--- config.mk ---
export PLATFORM = sky130hd
export DESIGN_NAME = flash_cmd_seq
export DESIGN_NICKNAME = d
export VERILOG_FILES = /design/src/rtl/flash_cmd_pkg.sv /design/src/rtl/flash_bus_edge.sv /design/src/rtl/flash_cmd_decode.sv /design/src/rtl/flash_op_timer.sv /design/src/rtl/flash_array.sv /design/src/rtl/flash_cmd_seq.sv
export SDC_FILE = /design/constraint.sdc
export NUM_CORES = 2
export LEC_CHECK = 0
export BUFFER_PORTS_ARGS = -buffer_cell sky130_fd_sc_hd__clkbuf_2
export CORE_MARGIN = 3
export CORE_UTILIZATION = 56
export CTS_CLUSTER_SIZE = 12
export DETAILED_ROUTE_END_ITERATION = 10
export MAX_ROUTING_LAYER = met4
export PLACE_DENSITY = 0.83
export SLEW_MARGIN = 20
export SYNTH_ARGS = -nofsm -noshare
export SYNTH_HDL_FRONTEND = slang
export SYNTH_SLANG_ARGS = --single-unit
--- constraint.sdc ---
create_clock -name clk_i -period 5.64 [get_ports clk_i]
set_clock_uncertainty 0.2 [all_clocks]
set_input_delay 1.41 -clock clk_i [delete_from_list [all_inputs] [get_ports clk_i]]
set_output_delay 1.41 -clock clk_i [all_outputs]
set_load 0.05 [all_outputs]
--- src/rtl/flash_cmd_pkg.sv ---
package flash_cmd_pkg;
  typedef enum logic [2:0] {
    ST_IDLE, ST_UNL1, ST_UNL2, ST_PDATA, ST_ERS3, ST_ERS4, ST_ERS5
  } dec_state_e;

  typedef enum logic [1:0] {OP_NONE, OP_PROG, OP_SECT, OP_CHIP} op_e;

  localparam logic [15:0] UNLOCK_A1 = 16'h5555;
  localparam logic [15:0] UNLOCK_A2 = 16'h2AAA;
  localparam logic [7:0] CD_UNL1 = 8'hAA;
  localparam logic [7:0] CD_UNL2 = 8'h55;
  localparam logic [7:0] CD_PROG = 8'hA0;
  localparam logic [7:0] CD_ERSP = 8'h80;
  localparam logic [7:0] CD_IDIN = 8'h90;
  localparam logic [7:0] CD_IDEX = 8'hF0;
  localparam logic [7:0] CD_SECT = 8'h30;
  localparam logic [7:0] CD_CHIP = 8'h10;
  localparam logic [7:0] CD_LOCK = 8'h40;
endpackage

--- src/rtl/flash_bus_edge.sv ---
module flash_bus_edge #(
  parameter int AW = 16
) (
  input  logic          clk_i,
  input  logic          rst_ni,
  input  logic          we_ni,
  input  logic [AW-1:0] addr_i,
  output logic          cyc_o,
  output logic [AW-1:0] cyc_addr_o
);
  logic          we_q;
  logic [AW-1:0] addr_q;

  always_ff @(posedge clk_i or negedge rst_ni) begin
    if (!rst_ni) begin
      we_q   <= 1'b1;
      addr_q <= '0;
    end else begin
      we_q <= we_ni;
      if (we_q && !we_ni) addr_q <= addr_i;
    end
  end

  // cycle completes on the rising strobe
  assign cyc_o      = !we_q && we_ni;
  assign cyc_addr_o = addr_q;
endmodule

--- src/rtl/flash_cmd_decode.sv ---
module flash_cmd_decode
  import flash_cmd_pkg::*;
#(
  parameter int AW     = 16,
  parameter int DW     = 16,
  parameter int ARR_AW = 6
) (
  input  logic              clk_i,
  input  logic              rst_ni,
  input  logic              cyc_i,
  input  logic [AW-1:0]     cyc_addr_i,
  input  logic [DW-1:0]     cyc_data_i,
  input  logic              busy_i,
  output logic              start_o,
  output op_e               start_op_o,
  output logic [ARR_AW-1:0] start_addr_o,
  output logic [DW-1:0]     start_data_o,
  output logic              lock_set_o,
  output logic              id_enter_o,
  output logic              id_exit_o,
  output dec_state_e        state_o
);
  dec_state_e state_q, state_d;
  logic accept, at_a1, at_a2;
  logic [7:0] code;

  assign accept = cyc_i && !busy_i;
  assign at_a1  = cyc_addr_i == AW'(UNLOCK_A1);
  assign at_a2  = cyc_addr_i == AW'(UNLOCK_A2);
  assign code   = cyc_data_i[7:0];

  always_comb begin
    state_d    = state_q;
    start_o    = 1'b0;
    start_op_o = OP_NONE;
    lock_set_o = 1'b0;
    id_enter_o = 1'b0;
    id_exit_o  = 1'b0;
    if (accept) begin
      state_d = ST_IDLE;
      unique case (state_q)
        ST_IDLE: if (code == CD_UNL1 && at_a1) state_d = ST_UNL1;
        ST_UNL1: if (code == CD_UNL2 && at_a2) state_d = ST_UNL2;
        ST_UNL2: if (at_a1) begin
          if (code == CD_PROG)      state_d = ST_PDATA;
          else if (code == CD_ERSP) state_d = ST_ERS3;
          else if (code == CD_IDIN) id_enter_o = 1'b1;
          else if (code == CD_IDEX) id_exit_o = 1'b1;
        end
        ST_PDATA: begin
          start_o    = 1'b1;
          start_op_o = OP_PROG;
        end
        ST_ERS3: if (code == CD_UNL1 && at_a1) state_d = ST_ERS4;
        ST_ERS4: if (code == CD_UNL2 && at_a2) state_d = ST_ERS5;
        ST_ERS5: begin
          if (code == CD_SECT) begin
            start_o    = 1'b1;
            start_op_o = OP_SECT;
          end else if (code == CD_CHIP && at_a1) begin
            start_o    = 1'b1;
            start_op_o = OP_CHIP;
          end else if (code == CD_LOCK && at_a1) begin
            lock_set_o = 1'b1;
          end
        end
        default: state_d = ST_IDLE;
      endcase
    end
  end

  assign start_addr_o = cyc_addr_i[ARR_AW-1:0];
  assign start_data_o = cyc_data_i;
  assign state_o      = state_q;

  always_ff @(posedge clk_i or negedge rst_ni) begin
    if (!rst_ni) state_q <= ST_IDLE;
    else         state_q <= state_d;
  end
endmodule

--- src/rtl/flash_op_timer.sv ---
module flash_op_timer
  import flash_cmd_pkg::*;
#(
  parameter int ARR_AW   = 6,
  parameter int DW       = 16,
  parameter int PROG_CYC = 12,
  parameter int SECT_CYC = 32,
  parameter int CHIP_CYC = 40
) (
  input  logic              clk_i,
  input  logic              rst_ni,
  input  logic              start_i,
  input  op_e               op_i,
  input  logic [ARR_AW-1:0] addr_i,
  input  logic [DW-1:0]     data_i,
  output logic              busy_o,
  output logic              done_o,
  output op_e               op_o,
  output logic [ARR_AW-1:0] addr_o,
  output logic [DW-1:0]     data_o
);
  localparam int MAX_A  = (PROG_CYC > SECT_CYC) ? PROG_CYC : SECT_CYC;
  localparam int MAX_C  = (MAX_A > CHIP_CYC) ? MAX_A : CHIP_CYC;
  localparam int CW     = $clog2(MAX_C + 1);

  logic [CW-1:0]     cnt_q;
  logic              busy_q;
  op_e               op_q;
  logic [ARR_AW-1:0] addr_q;
  logic [DW-1:0]     data_q;

  function automatic logic [CW-1:0] dur(op_e op);
    unique case (op)
      OP_PROG: dur = CW'(PROG_CYC);
      OP_SECT: dur = CW'(SECT_CYC);
      OP_CHIP: dur = CW'(CHIP_CYC);
      default: dur = CW'(1);
    endcase
  endfunction

  always_ff @(posedge clk_i or negedge rst_ni) begin
    if (!rst_ni) begin
      cnt_q  <= '0;
      busy_q <= 1'b0;
      op_q   <= OP_NONE;
      addr_q <= '0;
      data_q <= '0;
    end else if (start_i && !busy_q) begin
      busy_q <= 1'b1;
      cnt_q  <= dur(op_i);
      op_q   <= op_i;
      addr_q <= addr_i;
      data_q <= data_i;
    end else if (busy_q) begin
      if (cnt_q == CW'(1)) busy_q <= 1'b0;
      else                 cnt_q  <= cnt_q - CW'(1);
    end
  end

  assign busy_o = busy_q;
  assign done_o = busy_q && (cnt_q == CW'(1));
  assign op_o   = op_q;
  assign addr_o = addr_q;
  assign data_o = data_q;
endmodule

--- src/rtl/flash_array.sv ---
module flash_array
  import flash_cmd_pkg::*;
#(
  parameter int AW      = 16,
  parameter int DW      = 16,
  parameter int ARR_AW  = 6,
  parameter int BOOT_W  = 8,
  parameter int PARAM_W = 8,
  parameter logic [DW-1:0] ID_MFR = 16'h00C3,
  parameter logic [DW-1:0] ID_DEV = 16'h5A96
) (
  input  logic              clk_i,
  input  logic              rst_ni,
  input  logic              done_i,
  input  op_e               op_i,
  input  logic [ARR_AW-1:0] op_addr_i,
  input  logic [DW-1:0]     op_data_i,
  input  logic              lock_i,
  input  logic              hv_i,
  input  logic              id_mode_i,
  input  logic [AW-1:0]     rd_addr_i,
  output logic [DW-1:0]     rdata_o
);
  localparam int NW = 1 << ARR_AW;
  localparam int P0_LO = BOOT_W;
  localparam int P1_LO = BOOT_W + PARAM_W;
  localparam int P1_HI = BOOT_W + 2 * PARAM_W;

  function automatic logic [1:0] sector_of(int unsigned idx);
    if (idx >= P0_LO && idx < P1_LO)      sector_of = 2'd0;
    else if (idx >= P1_LO && idx < P1_HI) sector_of = 2'd1;
    else                                  sector_of = 2'd2;
  endfunction

  logic [DW-1:0] words [NW];
  logic [1:0]    op_sect;

  assign op_sect = sector_of(32'(op_addr_i));

  for (genvar i = 0; i < NW; i++) begin : g_word
    localparam bit         IN_BOOT = (i < BOOT_W);
    localparam logic [1:0] SECT    = sector_of(i);
    logic [DW-1:0] word_q;
    logic          guard;

    assign guard = IN_BOOT && lock_i && !hv_i;

    always_ff @(posedge clk_i or negedge rst_ni) begin
      if (!rst_ni) begin
        word_q <= '1;
      end else if (done_i && !guard) begin
        unique case (op_i)
          OP_PROG: if (op_addr_i == ARR_AW'(i)) word_q <= word_q & op_data_i;
          OP_SECT: if (op_sect == SECT) word_q <= '1;
          OP_CHIP: word_q <= '1;
          default: ;
        endcase
      end
    end

    assign words[i] = word_q;
  end

  always_comb begin
    rdata_o = words[rd_addr_i[ARR_AW-1:0]];
    if (id_mode_i) begin
      if (rd_addr_i == AW'(0))      rdata_o = ID_MFR;
      else if (rd_addr_i == AW'(1)) rdata_o = ID_DEV;
      else if (rd_addr_i == AW'(2)) rdata_o = DW'(lock_i);
      else                          rdata_o = '0;
    end
  end
endmodule

--- src/rtl/flash_cmd_seq.sv ---
module flash_cmd_seq
  import flash_cmd_pkg::*;
#(
  parameter int AW       = 16,
  parameter int DW       = 16,
  parameter int ARR_AW   = 6,
  parameter int BOOT_W   = 8,
  parameter int PARAM_W  = 8,
  parameter int PROG_CYC = 12,
  parameter int SECT_CYC = 32,
  parameter int CHIP_CYC = 40
) (
  input  logic          clk_i,
  input  logic          rst_ni,
  input  logic          we_ni,
  input  logic [AW-1:0] addr_i,
  input  logic [DW-1:0] wdata_i,
  input  logic          hv_override_i,
  output logic [DW-1:0] rdata_o,
  output logic          busy_o
);
  localparam int MAX_A   = (PROG_CYC > SECT_CYC) ? PROG_CYC : SECT_CYC;
  localparam int MAX_CYC = (MAX_A > CHIP_CYC) ? MAX_A : CHIP_CYC;

  logic              cyc;
  logic [AW-1:0]     cyc_addr;
  logic              tmr_start, lock_set, id_enter, id_exit;
  op_e               start_op, run_op;
  logic [ARR_AW-1:0] start_addr, run_addr;
  logic [DW-1:0]     start_data, run_data;
  logic              done;
  dec_state_e        dec_state;
  logic              lock_q, id_mode_q;

  flash_bus_edge #(.AW(AW)) u_edge (
    .clk_i, .rst_ni, .we_ni, .addr_i,
    .cyc_o(cyc), .cyc_addr_o(cyc_addr)
  );

  flash_cmd_decode #(.AW(AW), .DW(DW), .ARR_AW(ARR_AW)) u_dec (
    .clk_i, .rst_ni,
    .cyc_i(cyc), .cyc_addr_i(cyc_addr), .cyc_data_i(wdata_i), .busy_i(busy_o),
    .start_o(tmr_start), .start_op_o(start_op), .start_addr_o(start_addr),
    .start_data_o(start_data), .lock_set_o(lock_set),
    .id_enter_o(id_enter), .id_exit_o(id_exit), .state_o(dec_state)
  );

  flash_op_timer #(
    .ARR_AW(ARR_AW), .DW(DW),
    .PROG_CYC(PROG_CYC), .SECT_CYC(SECT_CYC), .CHIP_CYC(CHIP_CYC)
  ) u_tmr (
    .clk_i, .rst_ni,
    .start_i(tmr_start), .op_i(start_op), .addr_i(start_addr), .data_i(start_data),
    .busy_o(busy_o), .done_o(done), .op_o(run_op), .addr_o(run_addr), .data_o(run_data)
  );

  always_ff @(posedge clk_i or negedge rst_ni) begin
    if (!rst_ni) begin
      lock_q    <= 1'b0;
      id_mode_q <= 1'b0;
    end else begin
      if (lock_set) lock_q <= 1'b1;
      if (id_enter)     id_mode_q <= 1'b1;
      else if (id_exit) id_mode_q <= 1'b0;
    end
  end

  flash_array #(
    .AW(AW), .DW(DW), .ARR_AW(ARR_AW), .BOOT_W(BOOT_W), .PARAM_W(PARAM_W)
  ) u_arr (
    .clk_i, .rst_ni,
    .done_i(done), .op_i(run_op), .op_addr_i(run_addr), .op_data_i(run_data),
    .lock_i(lock_q), .hv_i(hv_override_i), .id_mode_i(id_mode_q),
    .rd_addr_i(addr_i), .rdata_o(rdata_o)
  );
endmodule

Word level (Yosys, flattened, before mapping)
Cells that the tools add are included.
{"block": "totals", "romBits": 0, "input_bits": 36, "out_inout_bits": 17, "reg_bits": 1077, "mem_bits_rw": 0, "latchBits": 0, "memories": 0, "wordCells": 577}
{"block": "classes", "mux": 183, "mul": 0, "n_addsub": 1, "n_shift": 0, "n_div": 0, "reduce_logical": 90, "n_bitwise": 65, "eq_ne": 159, "n_lt_le_gt_ge": 5}
{"operator": "$pmux W16 S3", "count": 64}
{"operator": "$mux W16", "count": 72}
{"operator": "$and A16 B16 Y16", "count": 64}
{"operator": "$reduce_and A4 Y1", "count": 64}
{"operator": "$eq A6 B6 Y1 const B", "count": 32}
{"operator": "$ne A2 B1 Y1 const B", "count": 68}
{"operator": "$bmux W16 S6", "count": 1}
{"operator": "$eq A6 B5 Y1 const B", "count": 16}
{"operator": "$eq A6 B4 Y1 const B", "count": 8}
{"operator": "$eq A8 B8 Y1 const B", "count": 5}
{"operator": "$mux W1", "count": 28}
{"operator": "$eq A6 B3 Y1 const B", "count": 4}
{"operator": "$mux W6", "count": 3}
{"operator": "$pmux W6 S3", "count": 1}
{"operator": "$eq A16 B1 Y1 const B", "count": 1}
{"operator": "$eq A16 B14 Y1 const B", "count": 1}
{"operator": "$eq A16 B15 Y1 const B", "count": 1}
{"operator": "$eq A16 B2 Y1 const B", "count": 1}
{"operator": "$eq A8 B7 Y1 const B", "count": 2}
{"operator": "$logic_not A16 Y1", "count": 1}
{"operator": "$mux W3", "count": 5}
{"operator": "$pmux W3 S5", "count": 1}
{"operator": "$logic_and A1 B1 Y1", "count": 13}
{"operator": "$eq A6 B1 Y1 const B", "count": 2}
{"operator": "24 further kinds", "count": 45}

Depth between registers and ports, before layout
{"block": "logic_depth", "word_depth": 10, "depth_mapped": 11, "mapped_depth_nobuf": 7}

Modules after synthesis
From an unflattened synthesis, not the netlist that was laid out.
{"block": "hier_totals", "cells_unflattened": 4364, "hier_area_um2": 49254.7}
{"module": "flash_array", "area_per_inst_um2": 46439.5, "instances": 1, "cells_each": 4139}
{"module": "flash_op_timer", "area_per_inst_um2": 1356.3, "instances": 1, "cells_each": 101}
{"module": "flash_bus_edge", "area_per_inst_um2": 698.2, "instances": 1, "cells_each": 37}
{"module": "flash_cmd_decode", "area_per_inst_um2": 693.2, "instances": 1, "cells_each": 82}
{"module": "flash_cmd_seq", "area_per_inst_um2": 67.6, "instances": 1, "cells_each": 5}

Least setup slack after synthesis
No wires, ideal clock.
{"block": "synth_timing", "path_kind": "in2out", "from": "input addr_i[1]", "to": "output rdata_o[3]", "t_required_ns": 4.030, "path_stages": 7, "t_arrival_ns": 4.472, "setup_slack_ns": -0.442, "cell_sequence": "buf_2 > buf_2 > buf_2 > clkbuf_1 > mux4_2 > a211oi_1 > o41ai_1"}
{"block": "synth_between", "elab_chain_cells": 5, "elab_cells_between_ends": 7, "classes_between": "5 x mux; 1 x bitwise; 1 x reduce/logical"}
{"element": "start: declaration", "line": "flash_cmd_seq.sv:16", "source": "input logic [AW-1:0] addr_i,"}
{"element": "$not A6 Y7 (not written as such)", "line": "flash_array.sv:65", "source": "rdata_o = words[rd_addr_i[ARR_AW-1:0]];"}
{"element": "$bmux W16 S6", "line": "flash_array.sv:65"}
{"element": "$mux W16 (not written as such) (2 in a row)", "line": "flash_array.sv:65"}
{"element": "$mux W16 *", "line": "flash_array.sv:66", "source": "if (id_mode_i) begin"}
{"element": "end: declaration", "line": "flash_cmd_seq.sv:19", "source": "output logic [DW-1:0] rdata_o,"}
Every way passes the cells marked *; elsewhere a longest branch is shown, timed or not. The select of a mux whose other input is x is not followed.

Worst setup path after layout
{"block": "layout_timing", "from": "input addr_i[3]", "to": "output rdata_o[11]"}
The elaborated chain is that of the path after synthesis.

==> summary.md <==
| Metric | Value |
|---|---|
| Starting DRT DRC Count | `5099` |
| Total nets after synthesis | `4364` |
| Worst setup margin | `-0.0110 ns` |
| CTS buffer count | `106` |
| Launching point of the worst reg2reg path | `u_tmr.cnt_q[1]$_DFFE_PN0P_` |
| Critical path arrival | `4.04 ns` |
| Clock latency at the later pin of the worst-skew pair | `0.68 ns` |
| Weighted congestion at the end of routability-driven global placement | `0.907` |
| Number of global-route vias before repair | `36830` |
| Number of detailed-routing iterations run before antenna repair | `9` |
| Hold_sp | `u_arr.g_word[21].word_q[4]$_DFFE_PN1P_` |
| Internal cell power | `0.0117 W` |
| DRC | `0` |
| Synthesized instance count | `4326` |
| Number of synthesized register bits | `1077` |
| Critical Path Fanout Max | `7` |
| Post-cts hold buffer count | `0` |
| Asr flop ratio synth | `100%` |
| Core Area | `0.0857 mm^2` |
| Detailed Place HPWL | `82500 um` |
| Fraction of power consumed by combinational cells | `3.8%` |
| Number of synthesized flops with an enable pin | `0` |
| Flop2flop setup slack | `1.84 ns` |
| Number of I/O port buffers | `52` |
| Slew at the pin closest to its max-slew limit | `1.23 ns` |
| Register clock-pin slew on the reported worst setup and hold paths | `0.06 ns` |
| Hold crit path type | `flip-flop to flip-flop` |
| Element type at the critical path end | `primary output` |
| End-of-flow core utilization | `62.6%` |
| Most used DFF post-synth | `dfstp_2` |
| Die height | `301 um` |
| Endpoints failing setup | `1` |
| Fin crit period | `5.65 ns` |
| Headroom to the max-slew limit | `17.5%` |
| GRT Residual Overflow | `0` |
| Row cnt | `107` |
| Run status | `complete, but fails checks` |
| Number of different library cells in the post-synthesis netlist | `73` |
| Sort of element at the start of the critical path | `primary input` |
| IO Pins | `53` |
| Overall fraction of global-route tracks in use | `32.2%` |
| Clock power frac | `44.5%` |
| Max frequency | `177 MHz` |
| Power density normalized to cell area | `281 mW/mm^2` |
| Detail-routed via count per cell | `6.77` |
| Required time of the critical path | `4.03 ns` |
| Setup repair after global routing missed its margin | `no` |
| Fill cell count | `6110` |
| Antenna violations before repair | `2` |
| Endpoint of the most critical register-to-register path | `u_arr.g_word[3].word_q[1]$_DFFE_PN1P_` |
| Post-synthesis to final-layout area growth | `10.2%` |
| Clock sink count | `1077` |
| Horizontal extent of the die | `301 um` |
| Static Leak | `25.3 nW` |
| Post-synthesis instance area | `0.0487 mm^2` |
| Mean instance size in the synthesized netlist | `11.2 um^2` |
| Part of the power in registers | `51.8%` |
| Design Area, Final | `0.0536 mm^2` |
| Number of pins with negative max-slew slack in the final report | `0` |
| Violations in the final reports | `setup timing` |
| Share of the cycle needed by the critical path after routing | `100%` |
| Post-CTS setup buffer count | `0` |
| NetSw | `0.00336 W` |
| Number of warnings printed during yosys synthesis | `0` |
| Worst Path Class, Setup | `primary input to primary output` |
| Hold-critical path depth | `2` |
| VDD IR max | `0.244 mV` |
| Layout cells sized above 1 | `40.0%` |
| Worst Reg-to-Reg Cells | `8` |
| Count of instances resized after the clock tree is built | `0` |
| Total count of hold-check failures in the final report | `0` |
| Longest Clk Path Bufs | `3` |
| Starting density of the core | `56.8%` |
| Area enclosed by the die boundary | `0.0905 mm^2` |
| Root cell of the clock tree | `clkbuf_16` |
| Area after detailed placement | `0.0504 mm^2` |
| Global-route wire length before repair | `218000 um` |
| Share of total power consumed by net switching | `22.2%` |
| DRT antenna net count | `0` |
| Final wirelength | `140000 um` |
| Total via count after detailed routing | `36807` |
| Endpoint of the worst hold path | `u_arr.g_word[21].word_q[4]$_DFFE_PN1P_` |
| Sequential cell area fraction in the yosys report | `58.0%` |
| Maximum number of pins on one net before global-route repair | `148` |
| Reported max-cap violation count | `0` |
| TritonCTS clock tree | `built` |
| H-tree Lvls | `3` |
| Final layout net count | `4268` |
| Wire per inst | `25.8 um` |
[layer usage]
| metal | global-route usage (%) | up-vias | part of all wire [%] |
|---|---|---|---|
| li1 | - | 15005 | - |
| met1 | 42.3 | 18763 | 37 |
| met2 | 47.0 | 2503 | 46 |
| met3 | 8.09 | 536 | 12 |
| met4 | 16.2 | 0 | 5.5 |
| met5 | - | - | 0 |
[sequential cells by signal (all words and copies together) (netlist names)]
register             cells
u_arr.g_word.word_q   1024
u_edge.cyc_addr_o       16
u_tmr.data_o            16
u_tmr.addr_o             6
u_tmr.cnt_q              6
u_dec.state_o            3
u_tmr.op_o               2
id_mode_q                1
lock_q                   1
u_edge.we_q              1
u_tmr.busy_o             1
[metrics by stage]
stage	hold slack (ns)	worst slack (ns)	setup TNS [ns]	total power [W]	std cells
after floorplan	0.251	0.0177	0	0.00816	4326
after global placement	0.261	0.0285	0	0.00848	5266
after detailed placement	0.268	0.0469	0	0.00849	5266
after CTS	0.277	0.0153	0	0.0151	5431
after global routing	0.288	0.00298	0	0.0155	5433
final	0.273	-0.0110	-0.0110	0.0151	5435
[placed cells by master (no fill, tap or decap), drive strengths merged, types with 7 or more instances in the layout]
cell type and n:
clkinv 12, nor4 7, o22ai 8, mux4 277
a21oi 7, dfstp 1025, clkbuf 194, a22oi 29
nand3 21, mux2 48, a221oi 9, o21ai 1102
buf 156, nor2 23, nand2b 11, a211oi 7
inv 11, mux2i 47, nand2 1109, dfrtp 52
nor2b 16
[area by class of cell]
cell class / count / area, um^2 / share of cell area [%]
flip-flops and latches: 1077 / 28300 / 52.7
multi-input cells: 2835 / 18800 / 35.1
clock buffers: 149 / 3000 / 5.59
repair buffers: 201 / 1880 / 3.51
well taps: 1144 / 1430 / 2.67
clock inverters: 16 / 174 / 0.324
inverters: 9 / 33.8 / 0.0630
diodes: 4 / 10.0 / 0.0187
[cells in the mapped netlist (21+ instances only)]
cell type | count | area (um^2)
a22oi_1 | 29 | 218
buf_1 | 61 | 229
buf_2 | 70 | 350
clkbuf_1 | 268 | 1010
dfrtp_1 | 52 | 1300
dfstp_2 | 1025 | 26900
mux2_2 | 33 | 372
mux2i_1 | 47 | 470
mux4_2 | 277 | 6240
nand2_1 | 1108 | 4160
nand3_1 | 21 | 105
nor2_1 | 23 | 86.3
o21ai_0 | 244 | 1220
o21ai_1 | 858 | 4290
[critical path, stage by stage]
cell	delay (ns)
clkbuf_2	0.20
nor2_2	0.46
and4_1	0.44
nand3_1	0.66
nand3_1	0.35
buf_4	0.20
clkbuf_2	0.29
[cell families after synthesis]
kind of cell,count (synthesis),share of synthesized area (%)
simple gates,1254,10.5
compound gates,1203,13.0
flops,1077,58.0
buf+inv,414,3.42
mux,372,14.9
xor+xnor,4,0.0720
fa+ha+maj,2,0.0514
[power by group through the flow]
stage	logic (W)	clock network [W]	registers [W]
6_report	0.000570	0.00671	0.00781
4_1_cts	0.000570	0.00675	0.00781
5_1_grt	0.000612	0.00707	0.00781
2_1_floorplan	0.000247	0	0.00791
3_5_place_dp	0.000568	0	0.00792
3_3_place_gp	0.000561	0	0.00792
[worst max-delay path by stage]
| stage | start | to | cells after the start |
|---|---|---|---|
| final | addr_i[3] | rdata_o[11] | 7 |
| after global routing | addr_i[0] | rdata_o[14] | 9 |
| after CTS | addr_i[0] | rdata_o[14] | 9 |
| after detailed placement | addr_i[3] | rdata_o[14] | 6 |
| after global placement | addr_i[3] | rdata_o[4] | 6 |
| after floorplan | addr_i[2] | rdata_o[10] | 9 |
Note: power is estimated with default switching activity, not from simulation.
